$ cat src/rtl/hpt_pkg.sv
package hpt_pkg;

    localparam int VSID_W  = 24;
    localparam int OFF_W   = 28;
    localparam int WORD_W  = 32;
    localparam int PG_HI   = 27;
    localparam int PG_LO   = 12;
    localparam int API_W   = 6;

    localparam int W0_VALID = 31;
    localparam int W0_SEC   = 6;
    localparam int W1_REF   = 8;
    localparam int W1_CHG   = 7;

    typedef enum logic [2:0] {
        S_IDLE,
        S_RD_TAG,
        S_WT_TAG,
        S_RD_PTE,
        S_WT_PTE,
        S_WRBACK,
        S_DONE
    } walk_st_e;

endpackage

$ cat src/rtl/hpt_hash.sv
module hpt_hash
    import hpt_pkg::*;
#(
    parameter int GRP_SHIFT = 6
) (
    input  logic [VSID_W-1:0] vsid,
    input  logic [PG_HI:PG_LO] pg_idx,
    input  logic [WORD_W-1:0] base,
    input  logic [WORD_W-1:0] mask,
    output logic [WORD_W-1:0] pri_addr,
    output logic [WORD_W-1:0] sec_addr,
    output logic [WORD_W-2:0] tag
);
    localparam int PG_W = PG_HI - PG_LO + 1;

    logic [WORD_W-1:0] hash;

    always_comb begin
        hash = {{(WORD_W-VSID_W){1'b0}}, vsid}
             ^ {{(WORD_W-PG_W){1'b0}}, pg_idx};
        pri_addr = base | ((hash << GRP_SHIFT) & mask);
        sec_addr = base | (((~hash) << GRP_SHIFT) & mask);
        tag      = {vsid, 1'b0, pg_idx[PG_HI:PG_HI-API_W+1]};
    end

endmodule

$ cat src/rtl/hpt_match.sv
module hpt_match
    import hpt_pkg::*;
(
    input  logic [WORD_W-1:0] w0,
    input  logic [WORD_W-2:0] tag,
    input  logic              pass,
    output logic              match
);
    logic valid_ok;
    logic pass_ok;
    logic tag_ok;

    always_comb begin
        valid_ok = w0[W0_VALID];
        pass_ok  = (w0[W0_SEC] == pass);
        tag_ok   = (w0[WORD_W-2:W0_SEC+1] == tag[WORD_W-2:W0_SEC+1])
                && (w0[W0_SEC-1:0] == tag[W0_SEC-1:0]);
        match    = valid_ok && pass_ok && tag_ok;
    end

endmodule

$ cat src/rtl/hpt_pte_update.sv
module hpt_pte_update
    import hpt_pkg::*;
(
    input  logic [WORD_W-1:0] w1_in,
    input  logic              store,
    input  logic [PG_LO-1:0]  page_off,
    output logic [WORD_W-1:0] w1_new,
    output logic              need_wb,
    output logic [WORD_W-1:0] raddr,
    output logic [1:0]        prot
);
    always_comb begin
        w1_new         = w1_in;
        w1_new[W1_REF] = 1'b1;
        if (store) begin
            w1_new[W1_CHG] = 1'b1;
        end
        need_wb = (w1_new != w1_in);
        raddr   = {w1_in[WORD_W-1:PG_LO], page_off};
        prot    = w1_in[1:0];
    end

endmodule

$ cat src/rtl/hpt_walker.sv
module hpt_walker
    import hpt_pkg::*;
#(
    parameter int GROUP_ENTRIES = 8,
    parameter int ENTRY_BYTES   = 8
) (
    input  logic                clk,
    input  logic                rst_n,
    input  logic                start,
    input  logic [VSID_W-1:0]   vsid,
    input  logic [OFF_W-1:0]    seg_off,
    input  logic                is_store,
    input  logic [WORD_W-1:0]   tbl_base,
    input  logic [WORD_W-1:0]   tbl_mask,
    output logic                mem_req_valid,
    input  logic                mem_req_ready,
    output logic                mem_req_we,
    output logic [WORD_W-1:0]   mem_req_addr,
    output logic [WORD_W-1:0]   mem_req_wdata,
    input  logic                mem_rsp_valid,
    input  logic [WORD_W-1:0]   mem_rsp_rdata,
    output logic                done,
    output logic                hit,
    output logic [WORD_W-1:0]   real_addr,
    output logic [1:0]          pp,
    output logic                wr_ok
);
    localparam int IDX_W     = $clog2(GROUP_ENTRIES);
    localparam int ENT_SHIFT = $clog2(ENTRY_BYTES);
    localparam int GRP_SHIFT = $clog2(GROUP_ENTRIES * ENTRY_BYTES);
    localparam logic [WORD_W-1:0] W1_OFS   = WORD_W'(ENTRY_BYTES / 2);
    localparam logic [IDX_W-1:0]  IDX_LAST = IDX_W'(GROUP_ENTRIES - 1);

    typedef struct packed {
        walk_st_e          st;
        logic              pass;
        logic [IDX_W-1:0]  idx;
        logic [VSID_W-1:0] vsid;
        logic [OFF_W-1:0]  off;
        logic              store;
        logic [WORD_W-1:0] base;
        logic [WORD_W-1:0] mask;
        logic [WORD_W-1:0] w1;
        logic              hit;
        logic [WORD_W-1:0] raddr;
        logic [1:0]        pp;
        logic              wr_ok;
    } walk_t;

    walk_t q, d;

    logic [WORD_W-1:0] pri_addr;
    logic [WORD_W-1:0] sec_addr;
    logic [WORD_W-2:0] tag;
    logic              ent_match;
    logic [WORD_W-1:0] w1_new;
    logic              need_wb;
    logic [WORD_W-1:0] pte_raddr;
    logic [1:0]        pte_prot;
    logic [WORD_W-1:0] grp_addr;
    logic [WORD_W-1:0] ent_addr;

    hpt_hash #(.GRP_SHIFT(GRP_SHIFT)) u_hash (
        .vsid     (q.vsid),
        .pg_idx   (q.off[PG_HI:PG_LO]),
        .base     (q.base),
        .mask     (q.mask),
        .pri_addr (pri_addr),
        .sec_addr (sec_addr),
        .tag      (tag)
    );

    hpt_match u_match (
        .w0    (mem_rsp_rdata),
        .tag   (tag),
        .pass  (q.pass),
        .match (ent_match)
    );

    hpt_pte_update u_upd (
        .w1_in    (mem_rsp_rdata),
        .store    (q.store),
        .page_off (q.off[PG_LO-1:0]),
        .w1_new   (w1_new),
        .need_wb  (need_wb),
        .raddr    (pte_raddr),
        .prot     (pte_prot)
    );

    always_comb begin
        grp_addr = q.pass ? sec_addr : pri_addr;
        ent_addr = grp_addr | ({{(WORD_W-IDX_W){1'b0}}, q.idx} << ENT_SHIFT);
    end

    always_comb begin
        d = q;
        mem_req_valid = 1'b0;
        mem_req_we    = 1'b0;
        mem_req_addr  = ent_addr;
        mem_req_wdata = q.w1;

        case (q.st)
            S_IDLE: begin
                if (start) begin
                    d.st    = S_RD_TAG;
                    d.pass  = 1'b0;
                    d.idx   = '0;
                    d.vsid  = vsid;
                    d.off   = seg_off;
                    d.store = is_store;
                    d.base  = tbl_base;
                    d.mask  = tbl_mask;
                    d.w1    = '0;
                    d.hit   = 1'b0;
                    d.raddr = '0;
                    d.pp    = '0;
                    d.wr_ok = 1'b0;
                end
            end
            S_RD_TAG: begin
                mem_req_valid = 1'b1;
                if (mem_req_ready) begin
                    d.st = S_WT_TAG;
                end
            end
            S_WT_TAG: begin
                if (mem_rsp_valid) begin
                    if (ent_match) begin
                        d.st = S_RD_PTE;
                    end else if (q.idx == IDX_LAST) begin
                        if (!q.pass) begin
                            d.pass = 1'b1;
                            d.idx  = '0;
                            d.st   = S_RD_TAG;
                        end else begin
                            d.st = S_DONE;
                        end
                    end else begin
                        d.idx = q.idx + 1'b1;
                        d.st  = S_RD_TAG;
                    end
                end
            end
            S_RD_PTE: begin
                mem_req_valid = 1'b1;
                mem_req_addr  = ent_addr | W1_OFS;
                if (mem_req_ready) begin
                    d.st = S_WT_PTE;
                end
            end
            S_WT_PTE: begin
                if (mem_rsp_valid) begin
                    d.w1    = w1_new;
                    d.hit   = 1'b1;
                    d.raddr = pte_raddr;
                    d.pp    = pte_prot;
                    d.wr_ok = q.store;
                    d.st    = need_wb ? S_WRBACK : S_DONE;
                end
            end
            S_WRBACK: begin
                mem_req_valid = 1'b1;
                mem_req_we    = 1'b1;
                mem_req_addr  = ent_addr | W1_OFS;
                if (mem_req_ready) begin
                    d.st = S_DONE;
                end
            end
            S_DONE: begin
                d.st = S_IDLE;
            end
            default: begin
                d.st = S_IDLE;
            end
        endcase
    end

    always_ff @(posedge clk or negedge rst_n) begin
        if (!rst_n) begin
            q <= '{st: S_IDLE, default: '0};
        end else begin
            q <= d;
        end
    end

    assign done      = (q.st == S_DONE);
    assign hit       = q.hit;
    assign real_addr = q.raddr;
    assign pp        = q.pp;
    assign wr_ok     = q.wr_ok;

endmodule

$ cat config.mk
export PLATFORM = sky130hd
export DESIGN_NAME = hpt_walker
export DESIGN_NICKNAME = d
export VERILOG_FILES = /design/src/rtl/hpt_pkg.sv /design/src/rtl/hpt_hash.sv /design/src/rtl/hpt_match.sv /design/src/rtl/hpt_pte_update.sv /design/src/rtl/hpt_walker.sv
export SDC_FILE = /design/constraint.sdc
export NUM_CORES = 1
export LEC_CHECK = 0
export BUFFER_PORTS_ARGS = -buffer_cell sky130_fd_sc_hd__buf_4
export CAP_MARGIN = 20
export CORE_ASPECT_RATIO = 0.8
export CORE_MARGIN = 5
export CORE_UTILIZATION = 51
export DETAILED_ROUTE_END_ITERATION = 7
export PLACE_DENSITY = 0.82
export SLEW_MARGIN = 15
export SYNTH_ARGS = -nofsm -noshare
export SYNTH_HDL_FRONTEND = slang
export SYNTH_SLANG_ARGS = --single-unit
$ cat constraint.sdc
create_clock -name clk -period 1.8 [get_ports clk]
set_input_delay 0.36 -clock clk [delete_from_list [all_inputs] [get_ports clk]]
set_output_delay 0.36 -clock clk [all_outputs]
set_load 0.005 [all_outputs]
==> flow_summary.yaml, run 1 <==
finish:
  drive_above_1_share: 0.358
  final_util: 0.698
  diodes: 0
  nNetsFinal: 1191
  area_growth_syn_to_layout_pct: 33.0
  stdcell_area_mm2: 0.0106
worst_setup_path:
  crit_type: "reg -> out"
  critical-path-top-delay-family: "flip-flops"
  crit_required_ns: 1.44
  startpoint_type: "register"
  slowest_delay_ns: 0.44
  endpoint_kind: "output pin"
  cp.arrival_ns: 1.55
  cp_max_fo: 15
  cp_cell_sequence: "buf_12 > xor2_2 > a21o_1 > buf_4"
  crit_slowest_cell: "dfrtp_2"
  critPathBufInv: 2
sta:
  grt_setup_unrepaired: "yes"
  final.setup.worst_slack_ns: -0.112
  finalSetupViolations: 26
  max_clock_freq_ghz: 0.523
  slew_violations: 0
  hold_viol: 0
  worst_slew_pin_slew_ns: 0.488
  slew-limit-headroom: 0.675
  fin_tns_setup_ns: -1.79
  skew_ns: 0.00831
  fin_crit_sh: 1.06
  timing.hold.ws_ns: 0.129
  period_needed_ns: 1.91
floorplanning:
  core_mm2: 0.0152
  die_h_um: 122
  dieArea_mm2: 0.0182
  die_x_um: 150
  rows: 40
  initial_core_util: 0.525
  ios: 257
placement:
  globalplace.congestion: 0.846
  place_area_mm2: 0.00951
  portBuffers: 250
  hpwl_um: 16000
job:
  cap_violations: 0
pwr:
  ir_worst_vdd_mv: 0.968
  p_per_area_mw_per_mm2: 1810
  leakage_nw: 5.69
global_routing:
  grt_pass1_vias: 6339
  grt_pass1_wl_um: 34300
  antenna_found_initial: 0
  grt_max_degree: 99
  grt_usage: 0.244
  grt-ovfl-total: 0
drt:
  wl_um: 22400
  dr_total_vias: 6377
  drtAntennaViolNets: 0
  drtPass1Iterations: 5
  drt_iter0_drc: 356
  wl_per_cell_um: 17.8
  drc: 0
  viasPerCell: 5.07
yosys:
  synth_area_leaders: "dfrtp_1, nand2_1, buf_4, xnor2_1, a22o_1"
  synthTopCellsByCount: "nand2_1, dfrtp_1, buf_4, xnor2_1, a22o_1"
  synth_cell_types: 38
  ys_ff_latch: 163
  synth_edf_count: 0
  synth.most_common_cell: "nand2_1"
  synthFlopType: "dfrtp_1"
  async_reset_ff_frac: 1.00
  syn-num-nets: 1015
  syn_avg_cell_area_um2: 9.27
  postSynthCellCount: 859
  ys_seq_area_frac: 0.512
  synth.cell_area_mm2: 0.00797
  synth_top_area_frac: 0.512
  ys_warn_count: 0
  yosysTopAreaCell: "dfrtp_1"
clock_tree:
  cts_sinks: 163
  cts_root_buf: "clkbuf_16"
  clock_latency_ns: 0.42
  cts_tree: "built"
  htreeDepth: 4
  cts_buffers: 17
  clk_pin_slew_worst_paths_ns: 0.07
  clockBufferDepth: 2
outcome:
  status: "finished with violations"
  violations: "setup timing"
hold_path:
  worstHoldPathType: "in -> reg"
-- stage by stage --
step	setup WS [ns]	total power, mW	std cells
6_report	-0.112	19.2	1258
5_1_grt	-0.167	20.5	1258
4_1_cts	-0.126	18.9	1253
3_5_place_dp	-0.0661	14.4	1214
3_3_place_gp	-0.0726	14.3	1214
2_1_floorplan	0.187	12.0	859
-- worst reg2reg max path, delay by kind of cell, from the launching register on --
kind | cells | cell delay, ns
XOR/XNOR | 1 | 0.24
AND/OR/NAND/NOR | 2 | 0.59
flip-flops | 1 | 0.47
AO/OA/AOI/OAI | 3 | 0.45
-- where the power goes --
group          internal (mW)  switching, mW  total, mW
logic                   4.63           4.09       8.73
clock network           2.38           1.48       3.85
registers               5.26           1.36       6.63
total                   12.3           6.93       19.2
-- state kept, by name (all words and copies together), names as in the netlist --
signal         count
q                118
mem_req_wdata     32
real_addr         12
wr_ok              1
-- worst paths after layout --
| kind | startpoint | endpoint | slack, ns | cells after the start |
|---|---|---|---|---|
| setup reg to reg | q[173] | q[185] | -0.02 | 6 |
| max in group asynchronous | rst_n | q[138] | 0.71 | 3 |
| hold / removal | seg_off[13] | q[146] | 0.13 | 3 |
| min in group asynchronous | rst_n | q[87] | 0.43 | 2 |
| setup / recovery | q[188] | mem_req_addr[28] | -0.11 | 4 |
| hold reg to reg | q[104] | q[104] | 0.47 | 2 |
-- cell families (layout without fill, tap and decap cells) --
family	after synthesis	count (layout)	synth area share
AO/OA/AOI/OAI	92	92	0.0913
AND/OR/NAND/NOR	391	391	0.199
XOR/XNOR	71	71	0.0781
adder cells (fa/ha/maj)	2	2	0.00314
buffers and inverters	140	329	0.117
flip-flops	163	163	0.512
-- placed cells by master (no fill, tap or decap), types with 3 or more instances in the layout --
master and instances:
buf_6 15, o21ai_0 5, a21o_1 28, buf_12 4
dfrtp_1 158, xnor2_2 23, xnor2_4 4, nor2_1 7
a21oi_1 4, a22o_1 44, inv_6 3, nand4_1 16
nand2_1 343, xor2_1 7, nor3_1 4, or2_2 3
clkbuf_16 18, clkbuf_1 3, and2_1 3, xnor2_1 36
bufinv_16 4, dfrtp_2 5, buf_4 272
-- per-layer routing --
metal	track usage	vias to the layer above	wire (um)
li1	-	3020	-
met1	0.335	3082	9660
met2	0.386	258	10500
met3	0.0669	17	1990
met4	0.0669	0	270
met5	0	-	0
-- cell type report --
class / count / area (um2)
Fill cell: 1189 / 4570
Sequential cell: 163 / 4090
Multi-Input combinational cell: 556 / 3270
Timing Repair Buffer: 294 / 2340
Clock buffer: 21 / 450
Tap cell: 210 / 263
Clock inverter: 11 / 175
Inverter: 3 / 11.3
-- what timing repair did --
action,4_1_cts,5_1_grt
hold buffers,1,0
gates cloned,0,1
gates resized for setup,36,28
endpoints found under the setup margin,30,68
endpoints found under the hold margin,40,0
pin swaps,14,18
buffers inserted,6,4
Power figures use the tool's default switching activity.
==> run 2, diff against run 1 <==
- REMOVE_ABC_BUFFERS: not set -> 1
==> run 2 against run 1 <==
The flow still finishes with violations (setup timing). Non-clock buffer count down 10. Wire length shrank 5.1%. Via count decreased by 0.44%. Cell count down 0.79%. Sequential share of layout area increased by 0.11 points. Critical path type unchanged. Highest routed layer unchanged.
==> flow_summary.yaml, run 2 (synthesized netlist as in run 1, its figures left out) <==
sta:
  slew_violations: 0
  max_clock_freq_ghz: 0.526
  period_needed_ns: 1.90
  slew-limit-headroom: 0.658
  fin_crit_sh: 1.06
  worst_slew_pin_slew_ns: 0.513
  final.setup.worst_slack_ns: -0.102
  fin_tns_setup_ns: -1.63
  hold_viol: 0
  skew_ns: 0.0122
  finalSetupViolations: 24
  grt_setup_unrepaired: "yes"
  timing.hold.ws_ns: 0.123
pwr:
  ir_worst_vdd_mv: 1.05
  leakage_nw: 5.65
  p_per_area_mw_per_mm2: 1800
  p_total_mw: 19.0
clock_tree:
  cts_tree: "built"
  cts_root_buf: "clkbuf_16"
  cts_sinks: 163
  clk_pin_slew_worst_paths_ns: 0.06
  htreeDepth: 4
  cts_buffers: 17
  clockBufferDepth: 2
  clock_latency_ns: 0.42
drt:
  dr_total_vias: 6349
  viasPerCell: 5.09
  drtAntennaViolNets: 0
  drt_iter0_drc: 415
  wl_per_cell_um: 17.0
  drc: 0
  wl_um: 21300
  drtPass1Iterations: 4
worst_setup_path:
  cp_max_fo: 20
  cp.arrival_ns: 1.54
  endpoint_kind: "output pin"
  crit_required_ns: 1.44
  cp_cell_sequence: "buf_12 > xnor2_2 > a21o_1 > buf_4"
  startpoint_type: "register"
  slowest_delay_ns: 0.44
  critical-path-top-delay-family: "flip-flops"
  crit_type: "reg -> out"
  cp-startpoint: "q[188]"
  critPathBufInv: 2
  reg2reg_from: "q[177]"
  crit_slowest_cell: "dfrtp_2"
floorplanning:
  core_mm2: 0.0152
  rows: 40
  dieArea_mm2: 0.0182
  initial_core_util: 0.525
  ios: 257
  die_h_um: 122
  die_x_um: 150
finish:
  layout_common_cells: "nand2_1, buf_4, dfrtp_1, a22o_1, xnor2_1"
  final-seq-area_mm2: 0.00409
  diodes: 0
  nFillCells: 1167
  final_util: 0.697
  final_common_cell: "nand2_1"
  largest_reg_flops: 118
  drive_above_1_share: 0.354
  area_growth_syn_to_layout_pct: 32.7
  nNetsFinal: 1181
  stdcell_area_mm2: 0.0106
  multi_input_area_mm2: 0.00325
  regMostFlops: "q"
outcome:
  status: "finished with violations"
  violations: "setup timing"
global_routing:
  met1_usage: 0.302
  grt_usage: 0.231
  met2_usage: 0.373
  top_usage_layer: "met2"
  gr-usage-met3: 0.0740
  grt_max_degree: 72
  grt_pass1_wl_um: 32800
  antenna_found_initial: 0
  grt_pass1_vias: 6413
  grt-ovfl-total: 0
placement:
  globalplace.congestion: 0.842
  hpwl_um: 14900
  place_area_mm2: 0.00954
  portBuffers: 250
job:
  cap_violations: 0
hold_path:
  hp-start: "seg_off[11]"
  worstHoldPathType: "in -> reg"
-- run 2: area by class of cell --
cell class / instances / share of cell area
Tap cell: 210 / 0.0249
Timing Repair Buffer: 284 / 0.219
Sequential cell: 163 / 0.387
Clock inverter: 11 / 0.0166
Multi-Input combinational cell: 556 / 0.307
Clock buffer: 21 / 0.0445
Inverter: 3 / 0.00107
-- run 2: repair_timing --
action | CTS | global route
pin swaps | 9 | 16
setup buffers | 6 | 2
gates cloned | 0 | 0
endpoints found under the hold margin | 45 | 0
gates resized for setup | 23 | 29
endpoints found under the setup margin | 30 | 34
hold buffers | 1 | 0
-- run 2: final timing paths --
kind | slack [ns] | endpoint | cells after the start
setup / recovery | -0.10 | mem_req_addr[16] | 4
setup reg to reg | 0.01 | q[186] | 7
hold / removal | 0.12 | q[144] | 3
min in group asynchronous | 0.47 | real_addr[5] | 2
hold reg to reg | 0.47 | q[104] | 2
max in group asynchronous | 0.74 | q[174] | 3
-- run 2: through the flow --
stage / setup slack [ns] / std cells
after floorplan: -3.55 / 722
after global placement: -0.0137 / 1207
after detailed placement: -0.0433 / 1207
after CTS: -0.122 / 1246
after global routing: -0.175 / 1248
final: -0.102 / 1248
-- run 2: tightest hold or removal path, stage by stage --
cell,delay [ns]
buf_4,0.08
nand2_1,0.04
nand2_1,0.04
-- run 2: per-layer routing --
metal  part of all wire  vias to the layer above
li1                   -                     2991
met1               0.41                     3078
met2               0.49                      263
met3              0.086                       17
met4             0.0079                        0
met5                  0                        -
-- run 2: report_power, final --
group	switching [mW]	internal (mW)	total (mW)
registers	1.35	5.27	6.62
logic	3.93	4.48	8.41
clock network	1.49	2.44	3.94
